File: src/rtl/bridge_pkg.sv
package bridge_pkg;

    parameter int ADDR_W  = 32;
    parameter int DATA_W  = 32;
    parameter int NUM_RGN = 4;
    parameter int RCW_W   = 16;
    parameter int FLAG_W  = 4;

    localparam int RGN_IDX_W = (NUM_RGN > 1) ? $clog2(NUM_RGN) : 1;

    // flag bit positions in a region configuration write
    localparam int FL_EN  = 0;
    localparam int FL_RD  = 1;
    localparam int FL_WR  = 2;
    localparam int FL_SUP = 3;

    typedef enum logic [2:0] {
        ST_IDLE,
        ST_CHECK,
        ST_FORWARD,
        ST_WAIT_ACK,
        ST_ERROR,
        ST_MIRROR
    } br_state_e;

    typedef struct packed {
        logic [ADDR_W-1:0] addr;
        logic [DATA_W-1:0] wdata;
        logic              write;
        logic              sup;
    } br_access_t;

    typedef struct packed {
        logic [ADDR_W-1:0] base;
        logic [ADDR_W-1:0] mask;
        logic              en;
        logic              rd_ok;
        logic              wr_ok;
        logic              sup_only;
    } rgn_cfg_t;

    function automatic logic rgn_hit(input rgn_cfg_t r, input logic [ADDR_W-1:0] a);
        return r.en && (((a ^ r.base) & r.mask) == '0);
    endfunction

    function automatic logic rgn_breaks(input rgn_cfg_t r, input br_access_t acc);
        logic bad_dir;
        bad_dir = acc.write ? !r.wr_ok : !r.rd_ok;
        return rgn_hit(r, acc.addr) && (bad_dir || (r.sup_only && !acc.sup));
    endfunction

endpackage

File: src/rtl/bridge_rst_fwd.sv
module bridge_rst_fwd
    import bridge_pkg::*;
(
    input  logic             hard_rst,
    input  logic             soft_rst,
    input  logic [RCW_W-1:0] rcw_in,
    output logic             loc_hard_rst,
    output logic             loc_soft_rst,
    output logic [RCW_W-1:0] rcw_out
);

    assign loc_hard_rst = hard_rst;
    assign loc_soft_rst = soft_rst;
    assign rcw_out      = hard_rst ? rcw_in : '0;

endmodule

File: src/rtl/bridge_rgn_file.sv
module bridge_rgn_file
    import bridge_pkg::*;
(
    input  logic                 clk,
    input  logic                 hard_rst,
    input  logic                 soft_rst,
    input  logic                 cfg_we,
    input  logic [RGN_IDX_W-1:0] cfg_idx,
    input  logic [ADDR_W-1:0]    cfg_base,
    input  logic [ADDR_W-1:0]    cfg_mask,
    input  logic [FLAG_W-1:0]    cfg_flags,
    input  logic                 mode_we,
    input  logic                 mode_show,
    input  logic                 mode_slave,
    input  br_access_t           chk_acc,
    output logic                 viol,
    output logic                 show_en,
    output logic                 slave_en
);

    rgn_cfg_t           rgn_q [NUM_RGN];
    logic [NUM_RGN-1:0] breaks;
    logic               cfg_ok;

    // configuration writes are not taken while either reset is held
    assign cfg_ok = !hard_rst && !soft_rst;

    always_ff @(posedge clk) begin
        if (hard_rst) begin
            for (int i = 0; i < NUM_RGN; i++) begin
                rgn_q[i] <= '0;
            end
            show_en  <= 1'b0;
            slave_en <= 1'b0;
        end else if (cfg_ok) begin
            for (int i = 0; i < NUM_RGN; i++) begin
                if (cfg_we && (cfg_idx == RGN_IDX_W'(i))) begin
                    rgn_q[i].base     <= cfg_base;
                    rgn_q[i].mask     <= cfg_mask;
                    rgn_q[i].en       <= cfg_flags[FL_EN];
                    rgn_q[i].rd_ok    <= cfg_flags[FL_RD];
                    rgn_q[i].wr_ok    <= cfg_flags[FL_WR];
                    rgn_q[i].sup_only <= cfg_flags[FL_SUP];
                end
            end
            if (mode_we) begin
                show_en  <= mode_show;
                slave_en <= mode_slave;
            end
        end
    end

    for (genvar g = 0; g < NUM_RGN; g++) begin : g_rgn
        assign breaks[g] = rgn_breaks(rgn_q[g], chk_acc);

        // settings survive a soft reset
        p_soft_keeps_cfg_r9: assert property (@(posedge clk) disable iff (hard_rst)
            soft_rst |=> $stable(rgn_q[g]));
    end

    assign viol = |breaks;

    p_soft_keeps_mode_r9: assert property (@(posedge clk) disable iff (hard_rst)
        soft_rst |=> ($stable(show_en) && $stable(slave_en)));

endmodule

File: src/rtl/bridge_ctrl.sv
module bridge_ctrl
    import bridge_pkg::*;
(
    input  logic              clk,
    input  logic              hard_rst,
    input  logic              soft_rst,
    input  logic              show_en,
    input  logic              slave_en,
    input  logic              viol,
    output br_access_t        acc,
    input  logic              cpu_req,
    output logic              cpu_rdy,
    input  logic [ADDR_W-1:0] cpu_addr,
    input  logic              cpu_write,
    input  logic              cpu_sup,
    input  logic              cpu_local,
    input  logic [DATA_W-1:0] cpu_wdata,
    output logic              cpu_ack,
    output logic              cpu_err,
    output logic [DATA_W-1:0] cpu_rdata,
    output logic              shb_req,
    output logic              shb_mirror,
    output logic [ADDR_W-1:0] shb_addr,
    output logic              shb_write,
    output logic [DATA_W-1:0] shb_wdata,
    input  logic              shb_ack,
    input  logic [DATA_W-1:0] shb_rdata,
    input  logic              alt_req,
    output logic              alt_rdy,
    input  logic [ADDR_W-1:0] alt_addr,
    input  logic              alt_write,
    input  logic [DATA_W-1:0] alt_wdata,
    output logic              alt_ack,
    output logic [DATA_W-1:0] alt_rdata,
    output logic              loc_req,
    output logic [ADDR_W-1:0] loc_addr,
    output logic              loc_write,
    output logic [DATA_W-1:0] loc_wdata,
    input  logic              loc_ack,
    input  logic [DATA_W-1:0] loc_rdata
);

    br_state_e  state_q;
    br_access_t acc_q;
    logic       up_q;
    logic       cpu_take;
    logic       alt_take;
    logic       any_rst;

    assign any_rst  = hard_rst || soft_rst;
    assign cpu_rdy  = (state_q == ST_IDLE);
    assign alt_rdy  = (state_q == ST_IDLE) && slave_en && !cpu_req;
    assign cpu_take = cpu_req && cpu_rdy;
    assign alt_take = alt_req && alt_rdy;

    always_ff @(posedge clk) begin
        if (any_rst) begin
            state_q   <= ST_IDLE;
            acc_q     <= '0;
            up_q      <= 1'b0;
            cpu_ack   <= 1'b0;
            cpu_err   <= 1'b0;
            cpu_rdata <= '0;
            alt_ack   <= 1'b0;
            alt_rdata <= '0;
        end else begin
            cpu_ack <= 1'b0;
            cpu_err <= 1'b0;
            alt_ack <= 1'b0;
            unique case (state_q)
                ST_IDLE: begin
                    if (cpu_take) begin
                        acc_q.addr  <= cpu_addr;
                        acc_q.wdata <= cpu_write ? cpu_wdata : '0;
                        acc_q.write <= cpu_write;
                        acc_q.sup   <= cpu_sup;
                        up_q        <= 1'b0;
                        if (!cpu_local) begin
                            state_q <= ST_CHECK;
                        end else if (show_en) begin
                            state_q <= ST_MIRROR;
                        end
                    end else if (alt_take) begin
                        acc_q.addr  <= alt_addr;
                        acc_q.wdata <= alt_wdata;
                        acc_q.write <= alt_write;
                        acc_q.sup   <= 1'b0;
                        up_q        <= 1'b1;
                        state_q     <= ST_FORWARD;
                    end
                end
                ST_CHECK:   state_q <= viol ? ST_ERROR : ST_FORWARD;
                ST_FORWARD: state_q <= ST_WAIT_ACK;
                ST_WAIT_ACK: begin
                    if (!up_q && shb_ack) begin
                        cpu_ack   <= 1'b1;
                        cpu_rdata <= shb_rdata;
                        state_q   <= ST_IDLE;
                    end else if (up_q && loc_ack) begin
                        alt_ack   <= 1'b1;
                        alt_rdata <= loc_rdata;
                        state_q   <= ST_IDLE;
                    end
                end
                ST_ERROR: begin
                    cpu_ack   <= 1'b1;
                    cpu_err   <= 1'b1;
                    cpu_rdata <= '0;
                    state_q   <= ST_IDLE;
                end
                ST_MIRROR:  state_q <= ST_IDLE;
                default:    state_q <= ST_IDLE;
            endcase
        end
    end

    assign acc        = acc_q;
    assign shb_mirror = (state_q == ST_MIRROR);
    assign shb_req    = ((state_q == ST_FORWARD) && !up_q) || shb_mirror;
    assign shb_addr   = acc_q.addr;
    assign shb_write  = acc_q.write || shb_mirror;
    assign shb_wdata  = acc_q.wdata;
    assign loc_req    = (state_q == ST_FORWARD) && up_q;
    assign loc_addr   = acc_q.addr;
    assign loc_write  = acc_q.write;
    assign loc_wdata  = acc_q.wdata;

    // never two targets at once, never two responses at once
    p_one_target_r8: assert property (@(posedge clk) disable iff (any_rst)
        $onehot0({shb_req, loc_req}));
    p_one_resp_r8: assert property (@(posedge clk) disable iff (any_rst)
        !(cpu_ack && alt_ack));
    // a show cycle is a single write cycle
    p_mirror_single_r6: assert property (@(posedge clk) disable iff (any_rst)
        (shb_req && shb_mirror) |=> !shb_req);
    p_mirror_write_r6: assert property (@(posedge clk) disable iff (any_rst)
        shb_mirror |-> shb_write);
    // an error answer is never preceded by a shared-bus request
    p_err_no_fwd_r4: assert property (@(posedge clk) disable iff (any_rst)
        cpu_err |-> ($past(!shb_req) && cpu_ack && (cpu_rdata == '0)));
    // without slave mode nothing reaches the local bus
    p_master_no_loc_r1: assert property (@(posedge clk) disable iff (any_rst)
        (!slave_en && $past(!slave_en) && $past(!loc_req)) |-> !alt_rdy);

endmodule

File: src/rtl/prot_bus_bridge.sv
module prot_bus_bridge
    import bridge_pkg::*;
(
    input  logic                 clk,
    input  logic                 hard_rst,
    input  logic                 soft_rst,
    input  logic [RCW_W-1:0]     rcw_in,
    output logic                 loc_hard_rst,
    output logic                 loc_soft_rst,
    output logic [RCW_W-1:0]     rcw_out,
    input  logic                 cfg_we,
    input  logic [RGN_IDX_W-1:0] cfg_idx,
    input  logic [ADDR_W-1:0]    cfg_base,
    input  logic [ADDR_W-1:0]    cfg_mask,
    input  logic [FLAG_W-1:0]    cfg_flags,
    input  logic                 mode_we,
    input  logic                 mode_show,
    input  logic                 mode_slave,
    input  logic                 cpu_req,
    output logic                 cpu_rdy,
    input  logic [ADDR_W-1:0]    cpu_addr,
    input  logic                 cpu_write,
    input  logic                 cpu_sup,
    input  logic                 cpu_local,
    input  logic [DATA_W-1:0]    cpu_wdata,
    output logic                 cpu_ack,
    output logic                 cpu_err,
    output logic [DATA_W-1:0]    cpu_rdata,
    output logic                 shb_req,
    output logic                 shb_mirror,
    output logic [ADDR_W-1:0]    shb_addr,
    output logic                 shb_write,
    output logic [DATA_W-1:0]    shb_wdata,
    input  logic                 shb_ack,
    input  logic [DATA_W-1:0]    shb_rdata,
    input  logic                 alt_req,
    output logic                 alt_rdy,
    input  logic [ADDR_W-1:0]    alt_addr,
    input  logic                 alt_write,
    input  logic [DATA_W-1:0]    alt_wdata,
    output logic                 alt_ack,
    output logic [DATA_W-1:0]    alt_rdata,
    output logic                 loc_req,
    output logic [ADDR_W-1:0]    loc_addr,
    output logic                 loc_write,
    output logic [DATA_W-1:0]    loc_wdata,
    input  logic                 loc_ack,
    input  logic [DATA_W-1:0]    loc_rdata
);

    br_access_t acc;
    logic       viol;
    logic       show_en;
    logic       slave_en;

    bridge_rst_fwd u_rst (
        .hard_rst     (hard_rst),
        .soft_rst     (soft_rst),
        .rcw_in       (rcw_in),
        .loc_hard_rst (loc_hard_rst),
        .loc_soft_rst (loc_soft_rst),
        .rcw_out      (rcw_out)
    );

    bridge_rgn_file u_rgn (
        .clk        (clk),
        .hard_rst   (hard_rst),
        .soft_rst   (soft_rst),
        .cfg_we     (cfg_we),
        .cfg_idx    (cfg_idx),
        .cfg_base   (cfg_base),
        .cfg_mask   (cfg_mask),
        .cfg_flags  (cfg_flags),
        .mode_we    (mode_we),
        .mode_show  (mode_show),
        .mode_slave (mode_slave),
        .chk_acc    (acc),
        .viol       (viol),
        .show_en    (show_en),
        .slave_en   (slave_en)
    );

    bridge_ctrl u_ctrl (
        .clk        (clk),
        .hard_rst   (hard_rst),
        .soft_rst   (soft_rst),
        .show_en    (show_en),
        .slave_en   (slave_en),
        .viol       (viol),
        .acc        (acc),
        .cpu_req    (cpu_req),
        .cpu_rdy    (cpu_rdy),
        .cpu_addr   (cpu_addr),
        .cpu_write  (cpu_write),
        .cpu_sup    (cpu_sup),
        .cpu_local  (cpu_local),
        .cpu_wdata  (cpu_wdata),
        .cpu_ack    (cpu_ack),
        .cpu_err    (cpu_err),
        .cpu_rdata  (cpu_rdata),
        .shb_req    (shb_req),
        .shb_mirror (shb_mirror),
        .shb_addr   (shb_addr),
        .shb_write  (shb_write),
        .shb_wdata  (shb_wdata),
        .shb_ack    (shb_ack),
        .shb_rdata  (shb_rdata),
        .alt_req    (alt_req),
        .alt_rdy    (alt_rdy),
        .alt_addr   (alt_addr),
        .alt_write  (alt_write),
        .alt_wdata  (alt_wdata),
        .alt_ack    (alt_ack),
        .alt_rdata  (alt_rdata),
        .loc_req    (loc_req),
        .loc_addr   (loc_addr),
        .loc_write  (loc_write),
        .loc_wdata  (loc_wdata),
        .loc_ack    (loc_ack),
        .loc_rdata  (loc_rdata)
    );

    // right after a soft reset nothing is requested or answered
    p_soft_quiet_r9: assert property (@(posedge clk) disable iff (hard_rst)
        soft_rst |=> (!shb_req && !loc_req && !cpu_ack && !alt_ack));
    // an error always travels with an acknowledge
    p_err_with_ack_r4: assert property (@(posedge clk) disable iff (hard_rst || soft_rst)
        cpu_err |-> cpu_ack);

endmodule

File: config.mk
export PLATFORM = sky130hd
export DESIGN_NAME = prot_bus_bridge
export DESIGN_NICKNAME = d
export VERILOG_FILES = /design/src/rtl/bridge_pkg.sv /design/src/rtl/bridge_rst_fwd.sv /design/src/rtl/bridge_rgn_file.sv /design/src/rtl/bridge_ctrl.sv /design/src/rtl/prot_bus_bridge.sv
export SDC_FILE = /design/constraint.sdc
export NUM_CORES = 1
export LEC_CHECK = 0
export ABC_CLOCK_PERIOD_IN_PS = 6800
export BUFFER_PORTS_ARGS = -buffer_cell sky130_fd_sc_hd__buf_2
export CAP_MARGIN = 30
export CORE_AREA = 2 2 197 199
export CTS_CLUSTER_SIZE = 30
export DETAILED_ROUTE_END_ITERATION = 8
export DIE_AREA = 0 0 199 201
export GPL_ROUTABILITY_DRIVEN = 0
export PLACE_DENSITY = 0.75
export SYNTH_ARGS = -nofsm -noshare
export SYNTH_HDL_FRONTEND = slang
export SYNTH_SLANG_ARGS = --single-unit
File: constraint.sdc
create_clock -name clk -period 6.8 [get_ports clk]
set_input_delay 1.02 -clock clk [delete_from_list [all_inputs] [get_ports clk]]
set_output_delay 1.02 -clock clk [all_outputs]
set_load 0.01 [all_outputs]
# Word level (Yosys, flattened, before mapping)
# Memory sizes are Yosys's and may differ from the RTL's.
# Index checks and enable logic that the tools add are counted.
word_totals:
  register_bits: 139
  ram_bits: 272
  input_bits: 293
  output_inout_bits: 220
  wordCells: 186
  mem_count: 1
mem_list:
  columns: ["name", "words", "word_bits", "rd", "rd_ports_with_merged_regs", "wr", "line_no", "rtl"]
  rows:
  - ["u_rgn.rgn_q", 4, 68, 4, 0, 4, "bridge_rgn_file.sv:21", "rgn_cfg_t rgn_q [NUM_RGN];"]
classes:
  eq_ne: 12
  n_mux: 66
  n_bitwise: 34
  reduce_logical: 60
ops:
  columns: ["op", "n"]
  rows:
  - ["32-bit 2-to-1 mux", 10]
  - ["66-bit 2-to-1 mux", 2]
  - ["32-bit bitwise AND", 4]
  - ["32-bit logical NOT", 4]
  - ["32-bit XOR", 4]
  - ["32-bit case mux with 2 select lines", 1]
  - ["1-bit 2-to-1 mux", 43]
  - ["1-bit logical AND", 25]
  - ["1-bit bitwise OR", 24]
  - ["3-bit 2-to-1 mux", 7]
  - ["16-bit 2-to-1 mux", 1]
  - ["1-bit logical NOT", 13]
  - ["3-bit case mux with 4 select lines", 1]
  - ["1-bit logical OR", 7]
  - ["3-bit by 2-bit == test with 1-bit output (second input constant)", 2]
  - ["3-bit == test (second input constant)", 2]
  - ["2-bit AND reduction", 3]
  - ["3-bit AND reduction", 2]
  - ["2-bit == test (second input constant)", 2]
  - ["4-bit inequality test (second input constant)", 1]
  - ["2-bit nonzero test", 2]
  - ["4-bit OR reduction", 1]
  - ["3-bit by 1-bit == test with 1-bit output (second input constant)", 1]
  - ["3-bit logical NOT", 1]
  - ["8 further kinds", 9]

# Depth between registers and ports, before layout
# An unclocked memory read counts as a cell.
depth:
  ltp_word: 9
  depth_mapped: 9
  depth_no_buf: 7

# Modules after synthesis
# Synthesis repeated with hierarchy kept, for this count alone.
unflattened:
  cells_unflattened: 1771
  hier_area_um2: 19498.7
by_module_without_submodules:
  columns: ["module", "instances", "cells_each", "area_each_um2"]
  rows:
  - ["bridge_rgn_file", 1, 819, 11967.7]
  - ["bridge_ctrl", 1, 933, 7389.6]
  - ["bridge_rst_fwd", 1, 19, 141.4]

# Worst setup path before layout
# No wires, ideal clock.
synth_path:
  path_kind: "input port to flip-flop"
  startpoint: "input hard_rst"
  endpoint: "memory u_rgn.rgn_q[0][0] (netlist name) (enable)"
  setup_ns: 0.397
  t_arrival_ns: 2.846
  required_time_ns: 6.403
  setup_slack_ns: 3.558
  cell_stages: 5
  cell_sequence: "nor2_1 -> nand2_1 -> nor3_1 -> clkbuf_1 -> or2_2"
synth_rtl:
  columns: ["element", "line_no", "rtl"]
  rows:
  - ["from (decl)", "prot_bus_bridge.sv:5", "input logic hard_rst,"]
  - ["to (decl)", "bridge_rgn_file.sv:21", null]

==> summary.txt <==
Timing
  – Fin crit share: 58.1%
  – Pins over their slew limit: 0
  – Max Fclk: 0.253 GHz
  – Slew margin rel.: 38.4%
  – Final setup viols: 0
  – Clock skew: 0.0152 ns
  – Slew at the pin with the worst max-slew slack: 0.921 ns
  – Smallest hold slack: 0.451 ns
  – Setup TNS: 0 ns
  – Final Hold Fails: 0
  – RSZ-0062 raised after global routing: false
  – Min Clock Period, post-route: 3.95 ns

Synthesis
  – Largest family of logic cells by synthesized area: simple AND/OR/NAND/NOR gates
  – Post-synthesis net count: 1,887
  – Seq/Total Area, Yosys: 59.5%
  – Cells after Synth: 1,594
  – Mean Syn Cell Area: 11.5 um2
  – XOR/XNOR Fraction of Synth Area: 6.10%
  – Post-synth top flop: edfxtp_1
  – Post-synth EDFFs: 272
  – Post-synthesis simple-gate area fraction: 16.2%
  – #FFs+latches synth: 411
  – Distinct cells, synth: 39
  – Mux cell area share after synthesis: 2.07%
  – Synth Cell Area: 0.0184 mm2
  – Synth Area in Compound Gates: 8.01%
  – Adder-Cell Fraction of Synth Area: 0%
  – FFs w/ async S/R, synth: 0%
  – Yosys warnings: 0

Power and ir drop
  – Seq pwr share: 51.0%
  – Sw frac: 24.2%
  – Peak supply drop: 0.201 mV
  – Logic pwr share: 8.7%
  – Clock share of power: 40.3%
  – Leak: 9.30 nW
  – Sw Pwr: 0.00136 W
  – Pwr per Cell Area: 259 mW/mm2
  – Internal power: 0.00426 W

Clock tree
  – Post-cts gate resize count: 0
  – H-tree depth: 2
  – CTS root buf: clkbuf_16
  – CTS tree: built
  – Worst skew pair latency: 0.55 ns
  – Clk buf depth: 3
  – CTS Hold Bufs: 0
  – CTS Buf Count: 44
  – Clock tree sinks: 411
  – Worst-path clk slew: 0.06 ns
  – Postcts setup bufs: 0

Routing
  – # DRC: 0
  – DR WL/cell: 23.1 um
  – Routed Wire Length: 57.4 mm
  – Detailed-route vias per instance: 5.34
  – Final ANT Viol Nets: 0
  – Pre-antenna DRT Iters: 8
  – DRT iter0 DRCs: 1,256
  – Via count: 13.3k

Die
  – IO Pins: 513
  – Core area: 0.0381 mm2
  – DIE HEIGHT: 201 um
  – Initial Util: 48.3%
  – # rows: 72
  – Die area: 0.0400 mm2
  – Die Width: 199 um

Critical path
  – Worst reg2reg startpoint: u_ctrl.state_q[0]
  – CP bufs+invs: 3
  – Crit-path cells: buf_2, nor2_1, nand3_1, nor2_2, buf_4, or2_2, buf_4
  – CP Depth: 7
  – Max incr delay on CP: 0.79 ns
  – Worst Path Required: 6.99 ns
  – Delay-heaviest family, CP: simple AND/OR/NAND/NOR gates
  – Crit end category: flop
  – Crit start category: primary input
  – Cell count of the worst reg-to-reg path: 7
  – Crit path max fanout: 69
  – Critical path class: in2reg
  – Critical path's slowest cell: or2_2
  – Crit path from: hard_rst
  – CP dominant cell by count: buf_4
  – Worst Path Arrival: 4.14 ns

Placed design
  – IO buf count: 512
  – Post-Place Cells: 2,395
  – Post-Place Cell Area: 0.0203 mm2
  – DP Wirelength: 43.1 mm

Global routing
  – Tot GR Track Use: 27.9%
  – Largest net degree at the start of global routing: 102
  – First-pass GRT wire length: 80.7 mm
  – Total gr overflow: 0
  – Initial antenna violation count: 15
  – Vias in the first global route: 12.6k

Final layout
  – Final net count: 2,217
  – Design Area, Final: 0.0217 mm2
  – Utilization after layout: 57.0%
  – Final std cells w/o fill: 2,487
  – Commonest non-fill, non-tap cell in the layout: buf_2
  – Register area: 0.0110 mm2
  – P&R area growth vs syn: 18.1%
  – Area of the multi-input gates: 0.00598 mm2
  – Most frequent cells in the layout: 512 x buf_2, 288 x and2_1, 272 x edfxtp_1, 139 x dfxtp_1
  – Fillers: 3,238
  – Layout cells sized above 1: 31.5%

Hold path
  – Hold Startpoint: u_ctrl.cpu_rdata[30]
  – Hold Path Class: reg2reg
  – Hold Path Cell Cnt: 2

Run
  – Max_cap viols: 0

Status
  – Run status: complete, no violations
final timing paths:
check,endpoint,slack [ns]
worst max-delay path,u_rgn.rgn_q[1][8],2.85
worst min-delay path,u_ctrl.cpu_rdata[30],0.45
worst max register to register,u_ctrl.loc_addr[17],3.79
worst min register to register,u_ctrl.cpu_rdata[30],0.45
Yosys cell counts, types with 8 or more instances:
master	instances	area, um2
and2_1	289	1810
edfxtp_1	272	8170
dfxtp_1	139	2780
buf_4	131	983
nand2_1	128	480
xor2_1	128	1120
clkbuf_1	99	372
nor2_1	80	300
a21oi_1	70	350
a22oi_1	42	315
mux2i_1	38	380
a211oi_1	32	240
a222oi_1	31	310
nand3_1	23	115
nand4_1	16	100
a221oi_1	14	123
buf_2	11	55.1
a22o_1	8	70.1
per-layer routing:
layer	global-route usage, %	share of wire (%)	vias to the layer above
met5	0	0.035	-
met4	7.73	2.2	4
met2	44.1	47	622
li1	-	-	6093
met3	8.01	11	75
met1	37.5	40	6498
through the flow:
stage	worst slack [ns]	total power, W
after floorplan	3.56	0.00317
after global placement	2.29	0.00339
after detailed placement	2.32	0.00341
after CTS	2.90	0.00565
after global routing	2.67	0.00580
final	2.85	0.00562
kinds of logic after synthesis:
family / after synthesis
AO/OA/AOI/OAI: 206
XOR/XNOR: 128
buffers and inverters: 251
flip-flops: 411
multiplexers: 38
AND/OR/NAND/NOR: 560
state kept, by name (all words and copies together), names as in the netlist:
signal / flops
u_ctrl.state_q: 3
u_rgn.slave_en: 1
u_ctrl.alt_ack: 1
u_ctrl.acc: 1
u_ctrl.alt_rdata: 32
u_rgn.show_en: 1
u_ctrl.cpu_ack: 1
u_ctrl.cpu_err: 1
u_ctrl.cpu_rdata: 32
u_ctrl.loc_wdata: 32
u_rgn.rgn_q: 272
u_ctrl.up_q: 1
u_ctrl.loc_addr: 32
u_ctrl.loc_write: 1
power by group through the flow:
| stage | Clock, W | Combinational [W] | Sequential (W) |
|---|---|---|---|
| floorplan | 0 | 0.000301 | 0.00287 |
| detailed placement | 0 | 0.000485 | 0.00292 |
| global route | 0.00240 | 0.000526 | 0.00288 |
| global placement | 0 | 0.000474 | 0.00291 |
| finish | 0.00227 | 0.000490 | 0.00287 |
| CTS | 0.00229 | 0.000488 | 0.00287 |
worst min-delay path: cells and delay by family, from the launching register on:
| kind | cells | cell delay [ns] |
|---|---|---|
| compound gates | 1 | 0.05 |
| flops | 1 | 0.30 |
| simple gates | 1 | 0.05 |
area by class of cell:
class	count	area share (%)
multi-input combinational	932	27.5
timing repair buffer	531	12.7
inverter	4	0.0691
antenna	12	0.138
clock buffer	51	5.25
sequential	411	50.4
tap	518	2.98
clock inverter	28	0.979
(Power assumes the default switching activity.)
